<file path="config.mk">
export PLATFORM = sky130hd
export DESIGN_NAME = slot_table_builder
export DESIGN_NICKNAME = d
export VERILOG_FILES = /design/src/rtl/slot_alloc_pkg.sv /design/src/rtl/slot_interval.sv /design/src/rtl/slot_rr_pick.sv /design/src/rtl/slot_req_sum.sv /design/src/rtl/slot_table_builder.sv
export SDC_FILE = /design/constraint.sdc
export NUM_CORES = 1
export LEC_CHECK = 0
export CORE_MARGIN = 5
export CORE_UTILIZATION = 54
export CTS_CLUSTER_SIZE = 28
export DETAILED_ROUTE_END_ITERATION = 8
export DONT_BUFFER_PORTS = 1
export PLACE_DENSITY = 0.69
export REMOVE_ABC_BUFFERS = 1
export SYNTH_ARGS = -nofsm -noshare
export SYNTH_HDL_FRONTEND = slang
export SYNTH_SLANG_ARGS = --single-unit
</file>
<file path="constraint.sdc">
create_clock -name clk -period 33.9 [get_ports clk]
set_clock_uncertainty 0.1 [all_clocks]
set_input_delay 10.17 -clock clk [delete_from_list [all_inputs] [get_ports clk]]
set_output_delay 10.17 -clock clk [all_outputs]
set_load 0.02 [all_outputs]
</file>
<file path="src/rtl/slot_alloc_pkg.sv">
// Shared types of the slot-table builder.
// Assumes nothing beyond a synthesizable enum encoding.
package slot_alloc_pkg;
    typedef enum logic [2:0] {
        ST_IDLE,
        ST_SETUP,
        ST_WALK,
        ST_FILL,
        ST_FIN
    } build_state_t;
endpackage

</file>
<file path="src/rtl/slot_interval.sv">
// Decides whether the current client takes part in the first pass and with
// which stride. Assumes req_i is at most NUM_SLOTS when non-zero.
module slot_interval #(
    parameter int NUM_SLOTS = 64,
    parameter int REQ_W     = 7,
    parameter int POS_W     = 8
) (
    input  logic [REQ_W-1:0] req_i,
    input  logic             active_i,
    input  logic             spare_nz_i,
    output logic             take_o,
    output logic             zero_take_o,
    output logic [POS_W-1:0] interval_o
);
    // Participation and stride for the client under consideration.
    always_comb begin
        zero_take_o = (req_i == '0) && active_i && spare_nz_i;
        take_o      = (req_i != '0) || zero_take_o;
        if (req_i == '0)
            interval_o = POS_W'(NUM_SLOTS);
        else
            interval_o = POS_W'(NUM_SLOTS) / POS_W'(req_i);
    end
endmodule

</file>
<file path="src/rtl/slot_rr_pick.sv">
// Finds the first active client at or after a start pointer, wrapping
// modulo NUM_CLIENTS; returns the pointer itself when none is active.
// Assumes ptr_i < NUM_CLIENTS.
module slot_rr_pick #(
    parameter int NUM_CLIENTS = 15,
    parameter int CLI_W       = 4
) (
    input  logic [CLI_W-1:0]       ptr_i,
    input  logic [NUM_CLIENTS-1:0] active_i,
    output logic [CLI_W-1:0]       pick_o
);
    logic       found;
    logic [CLI_W:0] idx;

    // Rotating priority search over one full lap.
    always_comb begin
        pick_o = ptr_i;
        found  = 1'b0;
        idx    = '0;
        for (int k = 0; k < NUM_CLIENTS; k++) begin
            idx = {1'b0, ptr_i} + (CLI_W+1)'(k);
            if (idx >= (CLI_W+1)'(NUM_CLIENTS))
                idx = idx - (CLI_W+1)'(NUM_CLIENTS);
            if (!found && active_i[idx[CLI_W-1:0]]) begin
                pick_o = idx[CLI_W-1:0];
                found  = 1'b1;
            end
        end
    end
endmodule

</file>
<file path="src/rtl/slot_req_sum.sv">
// Sums all per-client requests and flags a total above the table size.
// Assumes the packed request vector holds client 0 in the low bits.
module slot_req_sum #(
    parameter int NUM_SLOTS   = 64,
    parameter int NUM_CLIENTS = 15,
    parameter int REQ_W       = 7
) (
    input  logic [NUM_CLIENTS*REQ_W-1:0] req_i,
    output logic                         overflow_o
);
    localparam int SUM_W = REQ_W + $clog2(NUM_CLIENTS) + 1;
    logic [SUM_W-1:0] total;

    // Total demand compared against the table capacity.
    always_comb begin
        total = '0;
        for (int c = 0; c < NUM_CLIENTS; c++)
            total = total + SUM_W'(req_i[c*REQ_W +: REQ_W]);
        overflow_o = total > SUM_W'(NUM_SLOTS);
    end
endmodule

</file>
<file path="src/rtl/slot_table_builder.sv">
// Two-pass slot-table builder. Pass one spreads requested slots and grants
// spare single slots to idle-request active clients; pass two fills empty
// entries round-robin and streams the table to slot RAM in address order.
// Assumes req_i, active_i and spare_i stay stable from start until done.
module slot_table_builder
    import slot_alloc_pkg::*;
#(
    parameter int NUM_SLOTS   = 64,
    parameter int NUM_CLIENTS = 15
) (
    input  logic                                           clk,
    input  logic                                           rst_n,
    input  logic                                           start_i,
    input  logic [NUM_CLIENTS*($clog2(NUM_SLOTS)+1)-1:0]   req_i,
    input  logic [NUM_CLIENTS-1:0]                         active_i,
    input  logic [$clog2(NUM_SLOTS):0]                     spare_i,
    output logic                                           wr_en_o,
    output logic [$clog2(NUM_SLOTS)-1:0]                   wr_addr_o,
    output logic [$clog2(NUM_CLIENTS)-1:0]                 wr_data_o,
    output logic                                           done_o,
    output logic                                           overflow_o
);
    localparam int SLOT_W = $clog2(NUM_SLOTS);
    localparam int REQ_W  = SLOT_W + 1;
    localparam int POS_W  = SLOT_W + 2;
    localparam int CLI_W  = $clog2(NUM_CLIENTS);

    build_state_t             st;
    logic [CLI_W-1:0]         cli;
    logic [POS_W-1:0]         pos;
    logic [POS_W-1:0]         step;
    logic [REQ_W-1:0]         spare_q;
    logic [SLOT_W-1:0]        slot;
    logic [CLI_W-1:0]         ptr;
    logic [NUM_SLOTS-1:0]     tbl_vld;
    logic [CLI_W-1:0]         tbl_cli [NUM_SLOTS];

    logic [REQ_W-1:0]         cur_req;
    logic                     take, zero_take;
    logic [POS_W-1:0]         interval;
    logic [CLI_W-1:0]         pick;
    logic [SLOT_W-1:0]        walk_idx;
    logic                     last_cli;

    // Request of the client currently handled by pass one.
    always_comb begin
        cur_req  = req_i[cli*REQ_W +: REQ_W];
        walk_idx = pos[SLOT_W-1:0];
        last_cli = (cli == CLI_W'(NUM_CLIENTS-1));
    end

    slot_interval #(.NUM_SLOTS(NUM_SLOTS), .REQ_W(REQ_W), .POS_W(POS_W)) u_intv (
        .req_i       (cur_req),
        .active_i    (active_i[cli]),
        .spare_nz_i  (spare_q != '0),
        .take_o      (take),
        .zero_take_o (zero_take),
        .interval_o  (interval)
    );

    slot_rr_pick #(.NUM_CLIENTS(NUM_CLIENTS), .CLI_W(CLI_W)) u_pick (
        .ptr_i    (ptr),
        .active_i (active_i),
        .pick_o   (pick)
    );

    slot_req_sum #(.NUM_SLOTS(NUM_SLOTS), .NUM_CLIENTS(NUM_CLIENTS), .REQ_W(REQ_W)) u_sum (
        .req_i      (req_i),
        .overflow_o (overflow_o)
    );

    // Sequencer of both passes and the slot RAM write port.
    always_ff @(posedge clk) begin
        if (!rst_n) begin
            st        <= ST_IDLE;
            cli       <= '0;
            pos       <= '0;
            step      <= '0;
            spare_q   <= '0;
            slot      <= '0;
            ptr       <= '0;
            tbl_vld   <= '0;
            wr_en_o   <= 1'b0;
            wr_addr_o <= '0;
            wr_data_o <= '0;
            done_o    <= 1'b0;
        end else begin
            wr_en_o <= 1'b0;
            done_o  <= 1'b0;
            case (st)
                ST_IDLE: begin
                    if (start_i) begin
                        tbl_vld <= '0;
                        cli     <= '0;
                        spare_q <= spare_i;
                        st      <= ST_SETUP;
                    end
                end
                ST_SETUP: begin
                    if (take) begin
                        pos  <= '0;
                        step <= interval;
                        if (zero_take)
                            spare_q <= spare_q - 1'b1;
                        st <= ST_WALK;
                    end else if (last_cli) begin
                        slot <= '0;
                        ptr  <= '0;
                        st   <= ST_FILL;
                    end else begin
                        cli <= cli + 1'b1;
                    end
                end
                ST_WALK: begin
                    if (pos >= POS_W'(NUM_SLOTS)) begin
                        if (last_cli) begin
                            slot <= '0;
                            ptr  <= '0;
                            st   <= ST_FILL;
                        end else begin
                            cli <= cli + 1'b1;
                            st  <= ST_SETUP;
                        end
                    end else if (tbl_vld[walk_idx]) begin
                        pos <= pos + 1'b1;
                    end else begin
                        tbl_vld[walk_idx] <= 1'b1;
                        tbl_cli[walk_idx] <= cli;
                        pos               <= pos + step;
                    end
                end
                ST_FILL: begin
                    wr_en_o   <= 1'b1;
                    wr_addr_o <= slot;
                    if (tbl_vld[slot]) begin
                        wr_data_o <= tbl_cli[slot];
                    end else begin
                        wr_data_o <= pick;
                        ptr <= (pick == CLI_W'(NUM_CLIENTS-1)) ? '0 : pick + 1'b1;
                    end
                    if (slot == SLOT_W'(NUM_SLOTS-1))
                        st <= ST_FIN;
                    else
                        slot <= slot + 1'b1;
                end
                ST_FIN: begin
                    done_o <= 1'b1;
                    st     <= ST_IDLE;
                end
                default: st <= ST_IDLE;
            endcase
        end
    end
endmodule

</file>
Word-level counts from Yosys, hierarchy flattened
Memory sizes are Yosys's and may differ from the RTL's. A register that Yosys moved wholly into a read port is not among the register bits.
Index checks and enable logic that the tools add are counted.

cells by class
  bitwise logic cells = 1
  eq/ne operators = 18
  add/subtract/negate cells = 49
  shift operators = 1
  $mul = 1
  divide/modulo/power cells = 1
  magnitude comparators = 36
  muxes and demuxes = 128
  reductions and logical operators = 49

operators by type and width
  kind                                                                          number
  64-bit two-way mux                                                            3
  4-bit two-way mux                                                             40
  12-bit by 7-bit adder with 12-bit output                                      13
  64-bit case mux with 2 select lines                                           1
  105-bit by 8-bit indexed part select with 7-bit output                        1
  4-bit by 5-bit less-than comparator with 1-bit output, second input constant  16
  5-bit by 4-bit >= comparator with 1-bit output, second input constant         14
  1-bit binary-select mux with 4-bit select                                     16
  64-bit bitwise OR                                                             1
  4-bit subtractor, second input constant                                       15
  1-bit two-way mux                                                             40
  6-bit two-way mux                                                             6
  4-bit by 4-bit adder with 5-bit output, second input constant                 7
  8-bit two-way mux                                                             4
  4-bit case mux with 3 select lines                                            2
  4-bit AND reduction                                                           6
  7-bit two-way mux                                                             3
  4-bit by 3-bit adder with 5-bit output, second input constant                 4
  2-bit inequality test, second input constant                                  9
  6-bit case mux with 3 select lines                                            1
  1-bit logical AND                                                             17
  8-bit case mux with 2 select lines                                            1
  3-bit two-way mux                                                             5
  1-bit logical NOT                                                             14
  other kinds (35)                                                              45

word-level totals
  word-level logic and storage cells = 297
  RAM bits = 256
  bits in registers = 116
  memories = 1
  output and inout port bits = 13

memories
  memory   depth  bits a word  rd ports  clocked after Yosys merged registers in  write ports  RTL line                  RTL
  tbl_cli  64     4            1         1                                        1            slot_table_builder.sv:36  logic [CLI_W-1:0] tbl_cli [NUM_SLOTS];

Longest topological paths before layout
  depth in word-level cells = 51
  depth in mapped cells = 57
  mapped depth without buffers = 55

Hierarchy
From an unflattened synthesis, not the netlist that was laid out.

second synthesis, totals
  cell total of the unflattened synthesis = 2730
  area total of the unflattened synthesis = 28726.3 sq um

modules (own cells, without submodules)
  module              cells an instance  times used  seq. area each (sq um)  area each (sq um)
  slot_table_builder  1251               1           10129.7                 17503.0
  slot_rr_pick        979                1           0.0                     6944.2
  slot_req_sum        299                1           0.0                     2835.2
  slot_interval       201                1           0.0                     1443.9

Worst setup path after synthesis
OpenSTA, ideal clock, no wires.

  kind = input -> output
  from = in req_i[0]
  to = out overflow_o
  stages on the path = 22
  data arrival time = 15.726 ns
  slack = 7.904 ns
  cells stage by stage = ha_1 fa_1 xnor2_1 fa_1 inv_1 fa_1 fa_1 fa_1 fa_1 inv_1 fa_1 inv_1 ha_1 a21oi_1 nor2b_1 a31o_2 a22o_1 a22oi_1 nor2_1 o31ai_1 nand2_1 nand3_1

between the ends
  longest elaborated chain between the ends = 15

ends and longest elaborated chain
  item                                                       RTL line                  RTL
  start: declaration                                         slot_table_builder.sv:14  input logic [NUM_CLIENTS*($clog2(NUM_SLOTS)+1)-1:0] req_i,
  7-bit by 7-bit adder with 8-bit output                     slot_req_sum.sv:18        total = total + SUM_W'(req_i[c*REQ_W +: REQ_W]);
  12-bit by 7-bit adder with 12-bit output (13 in series)    slot_req_sum.sv:18
  12-bit by 7-bit greater-than comparator with 1-bit output  slot_req_sum.sv:19        overflow_o = total > SUM_W'(NUM_SLOTS);
  end: declaration                                           slot_table_builder.sv:21  output logic overflow_o

No other way between the ends.

Worst setup path in the final report
Ends and elaborated chain as after synthesis.

==> flow_summary.yaml <==
die:
  rows: 82
  pin_count: 143
  die_y_um: 235
  initial_core_util_pct: 54.6
  die_x_um: 235
  die_area_sq_um: 55300
  core-area_sq_um: 50200
setup_path:
  crit_path_cell_trace: "ha_1, fa_1, a21oi_1, nor2_1, nor2_1, xnor2_1, fa_1, inv_1, fa_1, fa_1, fa_1, fa_1, fa_1, ha_1, nand2_1, o21ai_0, a22o_1, a22oi_1, nor2_1, o31ai_1, nand2_1, nand3_1"
  critPathRequiredTime_ns: 23.63
  cp-startpoint: "req_i[0]"
  cp-end-kind: "output pin"
  timing.critical_path.to: "overflow_o"
  crit_top_cell: "fa_1"
  ff2ff_setup_slack_ns: 20.30
  critPathBufInv: 1
  slowest_delay_ns: 0.57
  timing.rr.start: "cli[1]$_SDFFE_PN0P_"
  path_delay_family: "adder cells"
  worstPathMaxFanout: 6
  reg2reg_depth: 54
  slowest_stage: "fa_1"
  startpoint_type: "input port"
  cp.depth: 22
  crit_arrival_ns: 16.13
  crit_type: "input port to output pin"
  r2r_end: "step[0]$_SDFFE_PN0P_"
power_and_ir_drop:
  power_density_nw_per_um2: 52.7
  p_leak_uw: 0.0101
  switching_power_uw: 511
  comb_power_share_pct: 40.6
  clkPwrFrac_pct: 26.2
  p_sw_share_pct: 33.8
  intPower_uw: 1000
  vdd_drop_max_mv: 0.144
  pwr-share-seq_pct: 33.2
global_route:
  antenna_found_initial: 1
  grt.total_usage_pct: 27.3
  grt_pass1_vias: 21100
  grt_pass1_wl_um: 122000
  grt_overflow_total: 0
  grt_max_degree: 88
drt:
  vias_per_cell: 6.83
  drc: 0
  routed_wl_um: 79000
  first_pass_iters: 5
  wire_per_inst_um: 25.0
  postRouteAntennaNets: 0
  num_vias: 21600
  drt-initial-drc-count: 2515
finish:
  seq_area_sq_um: 10100
  drive_gt1_share_pct: 13.7
  fill_cells: 4268
  fin_nets: 2756
  multi_input_area_sq_um: 15900
  area_growth_pct: 4.92
  layout_commonest_cell: "nor2_1"
  fin_util_pct: 57.2
  final_cell_mix: "nor2_1, edfxtp_1, a21oi_1"
yosys:
  synthCells: 2585
  synthFlopType: "edfxtp_1"
  synth-edff-count: 256
  synth-seq-cells: 377
  seq_area_frac_synth_pct: 36.9
  synth_area_sq_um: 27400
  ys_types: 113
  yosysWarnings: 0
  syn_area_per_cell_sq_um: 10.6
  ys_async_sr_fraction_pct: 0
clock_network:
  clock_latency_ns: 0.52
  clock_sinks: 377
  cts_max_level: 2
  cts_setup_buffers: 0
  cts_resized: 0
  cts_buffer_depth: 3
  cts_tree: "built"
  hold_buffers: 0
  clk_pin_slew_ns: 0.06
  cts_root_buf: "clkbuf_16"
  numCtsBuffers: 36
placed_design:
  portBuffers: 0
  hpwl_um: 54000
  gp_congestion: 0.979
timing:
  setup_violations: 0
  fmax_mhz: 37.9
  hold_violations: 0
  timing.final.crit_share_pct: 77.9
  grt_setup_unrepaired: "no"
  slew_headroom_pct: 17.2
  slew_viol_final: 0
  fin_tns_setup_ns: 0
  min_period_ns: 26.40
  tightest_slew_ns: 1.24
worst_hold_path:
  min_delay_path_depth: 2
  min_path_type: "flop to flop"
status:
  status: "completed"
run:
  max_cap_viol_count: 0
[routing by layer]
metal,track usage [%],routed length (um)
met4,7.52,2190
met3,5.83,7800
met5,0,0
met2,44.2,37200
met1,37.8,31800
[cell type report]
type,count,area share [%]
Tap cell,672,2.93
Clock buffer,49,3.50
Clock inverter,15,0.523
Inverter,129,1.69
Timing Repair Buffer,26,0.680
Sequential cell,377,35.3
Antenna cell,1,0.00871
Multi-Input combinational cell,1888,55.4
[through the flow]
| stage | cells | power [uW] | setup WS [ns] | area (sq um) | hold slack [ns] |
|---|---|---|---|---|---|
| 4_1_cts | 3156 | 1520 | 7.49 | 28700 | 0.362 |
| 2_1_floorplan | 2394 | 998 | 7.90 | 26500 | 0.332 |
| 6_report | 3157 | 1510 | 7.50 | 28700 | 0.362 |
| 3_3_place_gp | 3092 | 1100 | 7.61 | 27600 | 0.349 |
| 5_1_grt | 3157 | 1630 | 7.21 | 28700 | 0.397 |
| 3_5_place_dp | 3092 | 1120 | 7.50 | 27600 | 0.354 |
[Yosys cell counts (15+ instances only)]
library cell	count	area, sq um
a211oi_1	31	233
a21o_1	26	195
a21oi_1	194	971
a221oi_1	16	140
a22oi_1	22	165
a31oi_1	21	131
and2_1	21	131
and3_1	24	150
buf_1	23	86.3
buf_2	45	225
clkbuf_1	103	387
dfxtp_1	121	2420
edfxtp_1	256	7690
fa_1	82	1640
ha_1	86	1080
inv_1	125	469
mux2_2	46	518
mux2i_1	76	761
mux4_2	149	3360
nand2_1	157	589
nand2b_1	33	206
nand3_1	47	235
nor2_1	267	1000
nor2b_1	36	225
nor3_1	57	285
nor4_1	15	93.8
o211ai_1	33	248
o21ai_0	95	475
o22ai_1	19	119
xnor2_1	41	359
[worst min-delay path by stage]
stage                                       start  slack (ns)                      end
after global routing         step[4]$_SDFFE_PN0P_        0.40     step[4]$_SDFFE_PN0P_
after CTS                 spare_q[6]$_SDFFE_PN0P_        0.36  spare_q[6]$_SDFFE_PN0P_
after floorplan              step[1]$_SDFFE_PN0P_        0.33     step[1]$_SDFFE_PN0P_
after global placement    spare_q[6]$_SDFFE_PN0P_        0.35  spare_q[6]$_SDFFE_PN0P_
final                     spare_q[6]$_SDFFE_PN0P_        0.36  spare_q[6]$_SDFFE_PN0P_
after detailed placement  spare_q[6]$_SDFFE_PN0P_        0.35  spare_q[6]$_SDFFE_PN0P_
[power by group through the flow]
stage | combinational [uW] | clock, uW | sequential, uW
floorplan | 482 | 0 | 516
global placement | 584 | 0 | 513
detailed placement | 611 | 0 | 513
global route | 707 | 423 | 504
finish | 614 | 397 | 503
CTS | 615 | 402 | 503
[cells by family after synthesis]
family          count (synthesis)  share of synthesized area, %
compound gates                652                          16.3
other cells                     1                        0.0137
flops                         377                          36.9
mux                           272                          17.0
xor+xnor                       54                          1.81
simple gates                  741                          13.1
fa+ha+maj                     168                          9.93
buf+inv                       320                          4.95
[worst min-delay path: cells and delay by family, from the launching register on]
| family | cells | cell delay [ns] |
|---|---|---|
| flops | 1 | 0.32 |
| buf+inv | 1 | 0.05 |
| compound gates | 1 | 0.05 |
[state kept, by name (all words and copies together), names as in the netlist, 3 cells and up, named ones only]
signal,flops
cli,4
pos,8
spare_q,7
st,3
wr_addr_o,6
wr_data_o,4
slot,6
ptr,4
step,7
tbl_vld,64
tbl_cli,256
Power figures use the tool's default switching activity.
